--- src/rtl/txr_pkg.sv ---
package txr_pkg;
    typedef enum logic [2:0] {
        S_IDLE, S_HDR, S_PTR, S_DATA, S_BYTE, S_EOF, S_WB
    } txr_state_e;

    localparam int FLG_READY = 15;
    localparam int FLG_WRAP  = 13;
    localparam int FLG_LAST  = 11;
    localparam int DESC_STEP = 8;
endpackage

--- src/rtl/txr_ptr_regs.sv ---
module txr_ptr_regs #(
    parameter int AW = 32
) (
    input  logic          clk,
    input  logic          rst_n,
    input  logic          base_wr,
    input  logic [AW-1:0] base_wdata,
    input  logic          step,
    input  logic          wrap,
    output logic [AW-1:0] base_q,
    output logic [AW-1:0] cur_q
);
    localparam logic [AW-1:0] ALIGN_MASK = ~AW'(3);
    localparam logic [AW-1:0] STEP_VAL = AW'(txr_pkg::DESC_STEP);

    always_ff @(posedge clk or negedge rst_n) begin
        if (!rst_n) begin
            base_q <= '0;
            cur_q  <= '0;
        end else if (base_wr) begin
            base_q <= base_wdata & ALIGN_MASK;
            cur_q  <= base_wdata & ALIGN_MASK;
        end else if (step) begin
            cur_q <= wrap ? base_q : cur_q + STEP_VAL;
        end
    end

    AST_BASE_WRITE: assert property (@(posedge clk) disable iff (!rst_n)
        base_wr |=> (base_q == ($past(base_wdata) & ALIGN_MASK)) && (cur_q == base_q));
    AST_PTR_ALIGN: assert property (@(posedge clk) disable iff (!rst_n)
        cur_q[1:0] == 2'b00);
endmodule

--- src/rtl/txr_frame_budget.sv ---
module txr_frame_budget #(
    parameter int MAX_FRAME = 2032
) (
    input  logic        clk,
    input  logic        rst_n,
    input  logic [15:0] want_len,
    input  logic        byte_sent,
    input  logic        frame_done,
    output logic [15:0] grant_len,
    output logic        over
);
    localparam int CW = $clog2(MAX_FRAME + 1);
    localparam logic [15:0] MAX16 = 16'(MAX_FRAME);

    logic [CW-1:0] count_q;
    logic [15:0]   room;

    assign room      = MAX16 - {{(16-CW){1'b0}}, count_q};
    assign over      = want_len > room;
    assign grant_len = over ? room : want_len;

    always_ff @(posedge clk or negedge rst_n) begin
        if (!rst_n)          count_q <= '0;
        else if (frame_done) count_q <= '0;
        else if (byte_sent)  count_q <= count_q + CW'(1);
    end

    AST_COUNT_CAP: assert property (@(posedge clk) disable iff (!rst_n)
        {{(16-CW){1'b0}}, count_q} <= MAX16);
endmodule

--- src/rtl/txr_lane_sel.sv ---
module txr_lane_sel (
    input  logic [31:0] word,
    input  logic [1:0]  lane,
    output logic [7:0]  byte_out
);
    logic [7:0] lanes [4];

    for (genvar g = 0; g < 4; g++) begin : g_lane
        assign lanes[g] = word[31-8*g -: 8];
    end

    assign byte_out = lanes[lane];
endmodule

--- src/rtl/txbd_ring_engine.sv ---
module txbd_ring_engine #(
    parameter int MAX_FRAME = 2032
) (
    input  logic        clk,
    input  logic        rst_n,
    input  logic        ctrl_en,
    input  logic        reg_wr,
    input  logic        reg_addr,
    input  logic [31:0] reg_wdata,
    output logic [31:0] reg_rdata,
    output logic        mem_req,
    output logic        mem_we,
    output logic [31:0] mem_addr,
    output logic [31:0] mem_wdata,
    input  logic        mem_ack,
    input  logic [31:0] mem_rdata,
    output logic        tx_valid,
    output logic [7:0]  tx_data,
    output logic        tx_eof,
    input  logic        tx_ready,
    output logic        ev_txb,
    output logic        ev_txf,
    output logic        ev_babt
);
    import txr_pkg::*;

    txr_state_e state_q, state_d;
    logic [15:0] flags_q, len_q, remain_q;
    logic [31:0] bufp_q, base_q, cur_q;
    logic [7:0]  byte_q, lane_byte;
    logic [15:0] grant_len;
    logic        over, over_q;
    logic        base_wr, act_hit, step, is_last;

    assign base_wr = reg_wr && (reg_addr == 1'b0);
    assign act_hit = reg_wr && (reg_addr == 1'b1) && ctrl_en;
    assign is_last = flags_q[FLG_LAST];
    assign step    = (state_q == S_WB) && mem_ack;
    assign reg_rdata = (reg_addr == 1'b0) ? base_q : 32'd0;

    txr_ptr_regs #(.AW(32)) u_ptr (
        .clk(clk), .rst_n(rst_n), .base_wr(base_wr), .base_wdata(reg_wdata),
        .step(step), .wrap(flags_q[FLG_WRAP]), .base_q(base_q), .cur_q(cur_q)
    );

    txr_frame_budget #(.MAX_FRAME(MAX_FRAME)) u_budget (
        .clk(clk), .rst_n(rst_n), .want_len(len_q),
        .byte_sent((state_q == S_BYTE) && tx_ready),
        .frame_done((state_q == S_EOF) && tx_ready),
        .grant_len(grant_len), .over(over)
    );

    txr_lane_sel u_lane (.word(mem_rdata), .lane(bufp_q[1:0]), .byte_out(lane_byte));

    // Next-state logic
    always_comb begin
        state_d = state_q;
        unique case (state_q)
            S_IDLE: if (act_hit) state_d = S_HDR;
            S_HDR:  if (mem_ack) state_d = mem_rdata[16+FLG_READY] ? S_PTR : S_IDLE;
            S_PTR:  if (mem_ack) begin
                        if (grant_len != 16'd0) state_d = S_DATA;
                        else                    state_d = is_last ? S_EOF : S_WB;
                    end
            S_DATA: if (mem_ack) state_d = S_BYTE;
            S_BYTE: if (tx_ready) begin
                        if (remain_q != 16'd1) state_d = S_DATA;
                        else                   state_d = is_last ? S_EOF : S_WB;
                    end
            S_EOF:  if (tx_ready) state_d = S_WB;
            S_WB:   if (mem_ack) state_d = S_HDR;
            default: state_d = S_IDLE;
        endcase
    end

    // State register and datapath registers
    always_ff @(posedge clk or negedge rst_n) begin
        if (!rst_n) begin
            state_q  <= S_IDLE;
            flags_q  <= '0;
            len_q    <= '0;
            remain_q <= '0;
            bufp_q   <= '0;
            byte_q   <= '0;
            over_q   <= 1'b0;
        end else begin
            state_q <= state_d;
            if (state_q == S_HDR && mem_ack) begin
                flags_q <= mem_rdata[31:16];
                len_q   <= mem_rdata[15:0];
            end
            if (state_q == S_PTR && mem_ack) begin
                bufp_q   <= mem_rdata;
                remain_q <= grant_len;
                over_q   <= over;
            end
            if (state_q == S_DATA && mem_ack) byte_q <= lane_byte;
            if (state_q == S_BYTE && tx_ready) begin
                bufp_q   <= bufp_q + 32'd1;
                remain_q <= remain_q - 16'd1;
            end
        end
    end

    // Outputs
    always_comb begin
        mem_req   = 1'b0;
        mem_we    = 1'b0;
        mem_addr  = cur_q;
        mem_wdata = {flags_q & ~(16'd1 << FLG_READY), len_q};
        tx_valid  = 1'b0;
        tx_eof    = 1'b0;
        tx_data   = byte_q;
        ev_txb    = 1'b0;
        ev_txf    = 1'b0;
        ev_babt   = 1'b0;
        unique case (state_q)
            S_IDLE: ;
            S_HDR:  mem_req = 1'b1;
            S_PTR:  begin mem_req = 1'b1; mem_addr = cur_q + 32'd4; end
            S_DATA: begin mem_req = 1'b1; mem_addr = {bufp_q[31:2], 2'b00}; end
            S_BYTE: tx_valid = 1'b1;
            S_EOF:  begin tx_valid = 1'b1; tx_eof = 1'b1; end
            S_WB:   begin
                        mem_req = 1'b1;
                        mem_we  = 1'b1;
                        ev_txb  = mem_ack;
                        ev_txf  = mem_ack && is_last;
                        ev_babt = mem_ack && over_q;
                    end
            default: ;
        endcase
    end

    AST_REQ_HOLD: assert property (@(posedge clk) disable iff (!rst_n)
        (mem_req && !mem_ack) |=> mem_req && $stable(mem_addr) && $stable(mem_we));
    AST_STREAM_HOLD: assert property (@(posedge clk) disable iff (!rst_n)
        (tx_valid && !tx_ready) |=> tx_valid && $stable(tx_data) && $stable(tx_eof));
    AST_FRAME_EV: assert property (@(posedge clk) disable iff (!rst_n)
        ev_txf |-> ev_txb);
    AST_BABT_EV: assert property (@(posedge clk) disable iff (!rst_n)
        ev_babt |-> ev_txb);
    AST_WB_READY_CLEAR: assert property (@(posedge clk) disable iff (!rst_n)
        (mem_req && mem_we) |-> !mem_wdata[16+FLG_READY]);
endmodule

--- config.mk ---
export PLATFORM = sky130hd
export DESIGN_NAME = txbd_ring_engine
export DESIGN_NICKNAME = d
export VERILOG_FILES = /design/src/rtl/txr_pkg.sv /design/src/rtl/txr_ptr_regs.sv /design/src/rtl/txr_frame_budget.sv /design/src/rtl/txr_lane_sel.sv /design/src/rtl/txbd_ring_engine.sv
export SDC_FILE = /design/constraint.sdc
export NUM_CORES = 1
export LEC_CHECK = 0
export BUFFER_PORTS_ARGS = -buffer_cell sky130_fd_sc_hd__buf_4
export CORE_MARGIN = 3
export CORE_UTILIZATION = 52
export CTS_CLUSTER_DIAMETER = 60
export CTS_CLUSTER_SIZE = 12
export DETAILED_ROUTE_END_ITERATION = 7
export PLACE_DENSITY = 0.88
export SYNTH_ARGS = -nofsm -noshare
export SYNTH_HDL_FRONTEND = slang
export SYNTH_SLANG_ARGS = --single-unit
--- constraint.sdc ---
create_clock -name clk -period 3.1 [get_ports clk]
set_input_delay 0.155 -clock clk [delete_from_list [all_inputs] [get_ports clk]]
set_output_delay 0.155 -clock clk [all_outputs]
set_load 0.005 [all_outputs]
==> metrics list, run 1 <==
* Status: complete, but fails checks
* Failing checks: negative setup slack
- Of the synthesized area, sequential elements account for 0.380.
- Remaining routing DRC violations: 0
- Number of hold-slack violations in the final timing report: 0
* P_int: between 6 and 7 mW
- Kind of end point of the critical path: flop
- For this run, the total global-route usage over all layers was measured as 0.328.
- Residual overflow from global routing: 0
* Count of buffers inserted at the top-level ports: between 150 and 200
* DRC violation total after the first TritonRoute iteration: between 1500 and 2000
- Dividing the final minimum period by the clock period gives 1.00.
- between 150 and 200 I/O pins were placed.
- The floorplan step set the die height to around 150 µm.
* Wire length of the first global-routing pass: 58400 µm
- Number of endpoints failing setup at the final stage: 1
- Summed over all nets, the switching power comes to ~4.6 mW.
- Final estimated routing congestion in global placement: ~0.96
- After clock tree synthesis, the clock-pin slew on the worst setup and hold paths is ~70 ps.
- In the post-synthesis netlist, the biggest area contributors are dfrtp_1 (38%), nand2_1 (7.5%), o21ai_0 (5.0%).
- Of the total power, the share spent switching nets is 0.419.
* Worst-case setup slack after placement: -82.7 ps
- After the flow finishes, the layout carries non-filler instances totaling around 1800.
- Path class of the lowest-slack min-delay path: input port to flop
* Slew of the pin with the lowest slew margin: roughly 1100 ps
- Worst EP required: about 3500 ps
* Top cell type by total area after synthesis: dfrtp_1
* Routed WL per cell: between 20 and 25 µm
* Footprint of the multi-input gates: around 0.0064 mm²
- In the post-route analysis, the smallest setup slack over all paths is -5.68 ps.
- Total routed wirelength: ~37000 µm
* CTS root buf: clkbuf_16
- Area enclosed by the die boundary: approximately 0.022 mm²
* Average cell area after synthesis: roughly 8.3 µm²
* Classification of the worst setup path: flop to flop
* Fraction of final layout cells sized beyond drive strength 1: 0.261
- Drt first pass iters: 8
- Distinct cells, synth: 73
* Area used by sequential logic in the layout: about 0.004 mm²
- Number of global-route vias before repair: roughly 11000
* Maximum number of pins on one net before global-route repair: 69
- Slew Limit Headroom: 0.252
* Syn-to-layout area delta: 30.8%
- Peak VDD IR: 0.637 mV
- For this run, the share of the core covered by cells in the final layout is 0.704.
* Gate count after technology mapping: around 1300
- The net count of the finished layout is 1600.
- In this run the standard cell core region covers roughly 0.020 mm².
* Clock latency on the worst-skew pair: 440 ps
* DR vias: around 12000
- 0 antenna diodes ended up in the layout.
* Total leakage power: between 5 and 6 nW
* Setup repair after global routing missed its margin: true
- The clock net in this run drives a total of about 160 sinks.
* Count of maximum capacitance violations: 0
* HPWL after detailed placement: between 20000 and 30000 µm
- Count of placed standard cells including taps: ~1700
* CTS tree: built
* Maximum buffer depth of the clock tree: 2
- Counting the buffers created by CTS gives 17.
- In this run the worst path has a maximum fanout of 7.
* Number of rows in the core area: between 50 and 60
- Static timing analysis puts the maximum clock frequency at 322 MHz.
* Slew Limit Fails: 0
- The clock tree synthesis step divided the H-tree into 4 levels.
* Warning count from the yosys run: 0
- Initial antenna violation count: 0
* Combinational share of power: 0.462
- Critical path data arrival time: between 3000 and 4000 ps
- Power density over cell area: between 700 and 800 mW/mm²
- Count of fill cells added during filler insertion: about 1400
- DRT antenna net count: 0
- The share of total power dissipated in the clock network is 0.193.
- The smallest clock period supported by the final layout is computed as approximately 3100 ps.
- The worst setup path is launched from a flop.
* Starting utilization of the core area: 0.538
- Across the routed clock network, the largest skew measured is 7.83 ps.
- In the synthesized netlist the async set-or-reset flop fraction comes to 1.00.
- Die Wd: about 150 µm
* Vias per cell: 6.47
- In the synthesized netlist the dominant register cell turns out to be dfrtp_1.
* Combined area of all synthesized cells: ~0.011 mm²
- Area fraction of the dominant cell type after synthesis: 0.380
* Number of enable-type register cells in the synthesized netlist: 0
* Proportion of power drawn by flip-flops and latches: 0.346
- Post-synthesis sequential element count: 162
==> final cells by class <==
cell class,count,area share
clock inverters,15,0.0105
repair buffers,305,0.177
well taps,265,0.0237
clock buffers,17,0.0305
flip-flops and latches,162,0.291
multi-input cells,998,0.461
inverters,22,0.00591
==> layout by cell type (no fill, tap or decap), types with 8 or more instances in the layout <==
cell and n:
dfrtp_2 9, o211ai_1 21, mux4_2 8, nor3_1 27, nand2_1 210, mux2i_1 8, o311ai_0 21, a31oi_1 14
xor2_1 13, nor2_1 80, nor2b_1 32, mux2_2 43, and3_1 12, a22oi_1 11, and2_1 15, o31ai_1 13
nor4_1 14, o21ai_0 106, or3_1 13, nand4_1 25, inv_1 19, dlygate4sd3_1 57, a221o_1 12, dfrtp_1 153
buf_4 241, and4_1 9, a21oi_1 69, nand3_1 48, clkbuf_16 17, ha_1 21, nand2b_1 8
==> metal layers <==
metal | vias to the layer above | wire, µm | global-route usage
li1 | 5145 | - | -
met1 | 5455 | 15100 | 0.456
met2 | 810 | 16700 | 0.504
met3 | 129 | 3880 | 0.0620
met4 | 0 | 1620 | 0.143
met5 | - | 0 | 0
==> final timing paths <==
| path | start | end | slack, ps | cells past startpoint |
|---|---|---|---|---|
| worst max-delay path | u_budget.count_q[0]$_DFFE_PN0P_ | remain_q[10]$_DFFE_PN0P_ | -6 | 12 |
| max in group asynchronous | rst_n | u_budget.count_q[2]$_DFFE_PN0P_ | 1930 | 3 |
| min in group asynchronous | rst_n | u_budget.count_q[6]$_DFFE_PN0P_ | 280 | 2 |
| worst max register to register | u_budget.count_q[0]$_DFFE_PN0P_ | remain_q[10]$_DFFE_PN0P_ | -6 | 12 |
| worst min register to register | over_q$_DFFE_PN0P_ | over_q$_DFFE_PN0P_ | 490 | 2 |
| worst min-delay path | mem_rdata[6] | bufp_q[6]$_DFFE_PN0P_ | 4 | 3 |
==> metrics by stage <==
stage / area (µm²) / hold WS [ps] / setup TNS [ps] / total power [mW]
after floorplan: 10700 / -141 / 0 / 6.21
after global placement: 12400 / 200 / 0 / 8.03
after detailed placement: 12400 / 206 / -608 / 8.21
after CTS: 13600 / 3.57 / 0 / 10.4
after global routing: 14000 / 0.431 / -1340 / 11.5
final: 14000 / 4.03 / -5.68 / 10.9
==> power groups by stage <==
stage	Combinational (mW)	Sequential (mW)	Clock (mW)
CTS	4.62	3.71	2.11
floorplan	2.83	3.37	0
finish	5.05	3.78	2.11
detailed placement	4.47	3.73	0
global route	5.47	3.86	2.21
global placement	4.34	3.70	0
==> cells in the mapped netlist (6+ instances only) <==
master,instances
mux2_2,43
o211ai_1,21
o21a_1,6
and4_1,9
xnor2_1,7
nand4_1,25
inv_1,21
clkbuf_1,90
nor2b_1,33
a211oi_1,9
dfrtp_1,162
mux4_2,8
nand3_1,49
ha_1,23
nor3b_1,7
o21ai_0,107
nor3_1,33
a22oi_1,11
nand2b_1,8
or3_1,14
nor4_1,20
xor2_1,13
mux2i_1,8
nor2_1,85
and2_1,15
a21oi_1,70
o31ai_1,13
nand2_1,213
o311ai_0,22
a221o_1,12
a31oi_1,14
and3_1,12
buf_4,6
o221ai_1,6
==> critical path: stages (launching register included) <==
cell and delay [ps]:
dfrtp_2 440, inv_2 90, ha_4 160, or3b_4 410
a211oi_4 280, inv_2 80, ha_4 260, nand2_2 50
nor2_2 90, nand4_1 200, o2111a_2 430, or4_4 440
o211ai_1 90
==> flip-flops by register name, summed over array words and instances, names as in the netlist <==
register	count
tx_data	8
u_ptr.base_q	30
u_ptr.cur_q	30
state_q	3
bufp_q	32
u_budget.count_q	11
len_q	16
remain_q	16
flags_q	15
over_q	1
==> kinds of logic (layout without fill, tap and decap cells) <==
kind of cell,Yosys count,in the layout,share of synthesized area
buffers and inverters,124,359,0.0459
multiplexers,59,59,0.0697
XOR/XNOR,20,20,0.0164
flip-flops,162,162,0.380
other,1,5,0.000351
AO/OA/AOI/OAI,338,338,0.207
adder cells (fa/ha/maj),23,23,0.0270
AND/OR/NAND/NOR,553,553,0.254
==> repair_timing <==
item | 4_1_cts | 5_1_grt
endpoints found under the setup margin | 16 | 33
pin swaps | 2 | 26
resized for setup | 6 | 53
hold buffers | 57 | 0
hold endpoints to repair | 158 | 0
setup buffers | 3 | 15
No activity file was read; power rests on OpenSTA's default activity.
==> inputs of run 2 (changes only) <==
- RECOVER_POWER: default -> 50
==> run 2 against run 1 <==
Against the previous run:
- the flow finishes with violations (design-rule violations, max-capacitance violations, max-slew violations)
- non-clock buffer count is the same
- cell area shrank 0.44%
- core utilization shrank 0.31 points
- sequential share of layout area grew 0.13 points
- final cell count is the same
- combinational power shrank 1%
- setup slack gained 6.7 ps
- power shrank 0.50%
- die area is the same
- fmax grew 0.22%
- global-route usage is the same
- critical endpoint unchanged
==> metrics list, run 2 (synthesis gave the netlist of run 1 again) <==
- The flow ran to the end, but the final reports show violations.
- Failing checks: design-rule violations, max-capacitance violations, max-slew violations
- Clock transition time at the flip-flop clock pins of the worst setup and hold paths: ~70 ps
* Vias per cell: between 6 and 7
* Starting utilization of the core area: 0.538
- The worst setup path is of the flop to flop kind.
* Initial antenna violation count: 0
* RR Startpoint: u_budget.count_q[0]$_DFFE_PN0P_
- Routability-driven placement finished with a final weighted congestion of ~0.96.
- Fmax achieved: 323 MHz
* Residual overflow from global routing: 0
- In this run the count of I/O pins placed on the die edge is ~180.
- Critical Path, Cell by Cell: inv_2 > ha_4 > or3b_4 > a211oi_4 > inv_2 > ha_4 > nand2_2 > nor2_2 > nand4_1 > o2111a_2 > or4_4 > o211ai_1
- Startpoint type of the worst setup path: flop
* Path class of the lowest-slack min-delay path: input port to flop
- The floorplan step set the die width to approximately 150 µm.
* Slowest stage cell, crit path: dfrtp_2
- Number of global-route vias before repair: 10900
- Layout Cells excl Fill: between 1500 and 2000
* R2R depth: 12
- Clock latency on the worst-skew pair: 440 ps
- Counting flops per register, the top entry is bufp_q.
- Commonest cells after routing, fill and taps aside: buf_4 (211), nand2_1 (210), dfrtp_1 (153), o21ai_0 (106), nor2_1 (80)
* Std-Cell Core Area: ~0.02 mm²
- Flip-flop count of the largest register after layout: 32
- Drt first pass iters: 8
* Worst-case register-to-register setup slack: approximately 1.0 ps
- The largest registers in the layout are bufp_q x32, u_ptr.base_q x30, u_ptr.cur_q x30.
- Maximum number of pins on one net before global-route repair: 69
* DRC violation total after the first TritonRoute iteration: ~1600
- Total leakage power: 5.90 nW
* Count of placed standard cells including taps: 1678
- Number of antenna repair diodes: 0
- Across the VDD grid, the largest voltage drop is 0.632 mV.
* Count of buffers inserted at the top-level ports: 174
- HPWL after detailed placement: between 20000 and 30000 µm
- After detailed routing, the number of remaining DRC violations is 19.
- STA classifies the critical path endpoint as a flop.
* Routed WL per cell: 20.9 µm
* Count of maximum capacitance violations: 2
* Number of rows in the core area: between 50 and 60
- In the global route stage, overall resource usage came out at 0.328.
- Summing over every cut layer, the via total after detailed routing is around 12000.
* Area enclosed by the die boundary: 0.0223 mm²
- Height of the die: between 100 and 150 µm
- Between clock sinks in the finished design, the worst skew comes to about 11 ps.
* Critical path data arrival time: about 3500 ps
- The first global-routing pass estimated around 58000 µm of wire.
- Fraction of final layout cells sized beyond drive strength 1: 0.255
- Worst min-delay path endpoint: bufp_q[6]$_DFFE_PN0P_
- Slew Limit Fails: ~110
* Fin crit share: 1.00
- Slew of the pin with the lowest slew margin: 2400 ps
- In this run the power density over the cells is between 700 and 800 mW/mm².
* Delay contributed by the slowest stage of the critical path: between 400 and 500 ps
* Worst EP required: roughly 3500 ps
- Headroom to the max-slew limit came out at -0.600.
- For this run, the post-layout net count is 1600.
* Highest fanout seen on the critical path: 7
- DRT antenna net count: 0
* Level count of the clock H-tree: 4
- Number of hold-slack violations in the final timing report: 0
* Final core utilization: 0.701
* Crit Reg-Reg Endpoint: remain_q[10]$_DFFE_PN0P_
- Number of endpoints failing setup at the final stage: 0
* Clock tree sinks: 162
- CTS tree: built
- Shortest clock period the worst path allows after layout: between 3000 and 4000 ps
* Maximum buffer depth of the clock tree: 2
- CTS root buf: clkbuf_16
- Setup repair after global routing could not meet its margin everywhere.
- The number of clock buffers added by TritonCTS is 17.
- Along the worst hold path, the cell count comes to 3.
- Most frequent standard cell in the layout excluding fill and tap cells: buf_4
- In this run the most critical hold path is launched from mem_rdata[6].
- Relative to the synthesized area, the layout overhead comes to 30.2%.
- Total routed wirelength: about 37000 µm
-- run 2: cell count changes in the layout (fill, tap and decap cells not counted), sizes merged --
cell | previous run | this run
buf | 248 | 216
clkbuf | 17 | 49
-- run 2: through the flow --
stage / total power [mW] / hold WS [ps] / TNS (ps) / area (µm²) / worst slack [ps]
6_report: 10.9 / 10.7 / 0 / 13900 / 1.00
5_1_grt: 11.5 / 0.431 / -1340 / 13900 / -104
4_1_cts: 10.4 / 3.57 / 0 / 13600 / 16.2
3_5_place_dp: 8.21 / 206 / -608 / 12400 / -82.7
3_3_place_gp: 8.03 / 200 / 0 / 12400 / 8.44
2_1_floorplan: 6.21 / -141 / 0 / 10700 / 49.9
-- run 2: worst max path at each step --
stage	slack, ps	end	cells after the start	from
floorplan	50	remain_q[11]$_DFFE_PN0P_	14	u_budget.count_q[0]$_DFFE_PN0P_
CTS	20	remain_q[10]$_DFFE_PN0P_	12	u_budget.count_q[0]$_DFFE_PN0P_
finish	1	remain_q[10]$_DFFE_PN0P_	12	u_budget.count_q[0]$_DFFE_PN0P_
detailed placement	-80	remain_q[4]$_DFFE_PN0P_	13	u_budget.count_q[1]$_DFFE_PN0P_
global placement	8	remain_q[3]$_DFFE_PN0P_	10	u_budget.count_q[1]$_DFFE_PN0P_
global route	-100	remain_q[10]$_DFFE_PN0P_	12	u_budget.count_q[0]$_DFFE_PN0P_
-- run 2: critical path: cells and delay by family, from the launching register on --
family                     cells  cell delay, ps
adders and majority gates      2             420
DFF                            1             440
buffers and inverters          2             170
and+or+nand+nor                5            1180
AOI/OAI and AO/OA              3             800
-- run 2: final cells by class --
cell class,instances,area [µm²]
Sequential cell,162,4070
Tap cell,265,332
Inverter,22,82.6
Fill cell,1428,5940
Clock buffer,17,425
Clock inverter,15,146
Timing Repair Buffer,305,2420
Multi-Input combinational cell,998,6430
-- run 2: report_power, final --
part | leakage [nW] | internal, mW | switching, mW
clock network | 0.275 | 1.13 | 0.975
registers | 1.99 | 2.81 | 0.969
logic | 3.63 | 2.37 | 2.63
-- run 2: per-layer routing --
metal,routed length [µm],track usage,up-vias
li1,-,-,5136
met1,14900,0.456,5440
met2,16800,0.504,844
met3,4000,0.0620,138
met4,1600,0.143,0
met5,0,0,-
-- run 2: repair_timing --
| item | CTS | global route |
|---|---|---|
| hold buffers | 57 | 0 |
| buffers inserted | 3 | 15 |
| gates cloned | 0 | 0 |
| gates resized for setup | 6 | 53 |
| setup endpoints to repair | 16 | 33 |
| pin swaps | 2 | 26 |
| hold endpoints to repair | 158 | 0 |
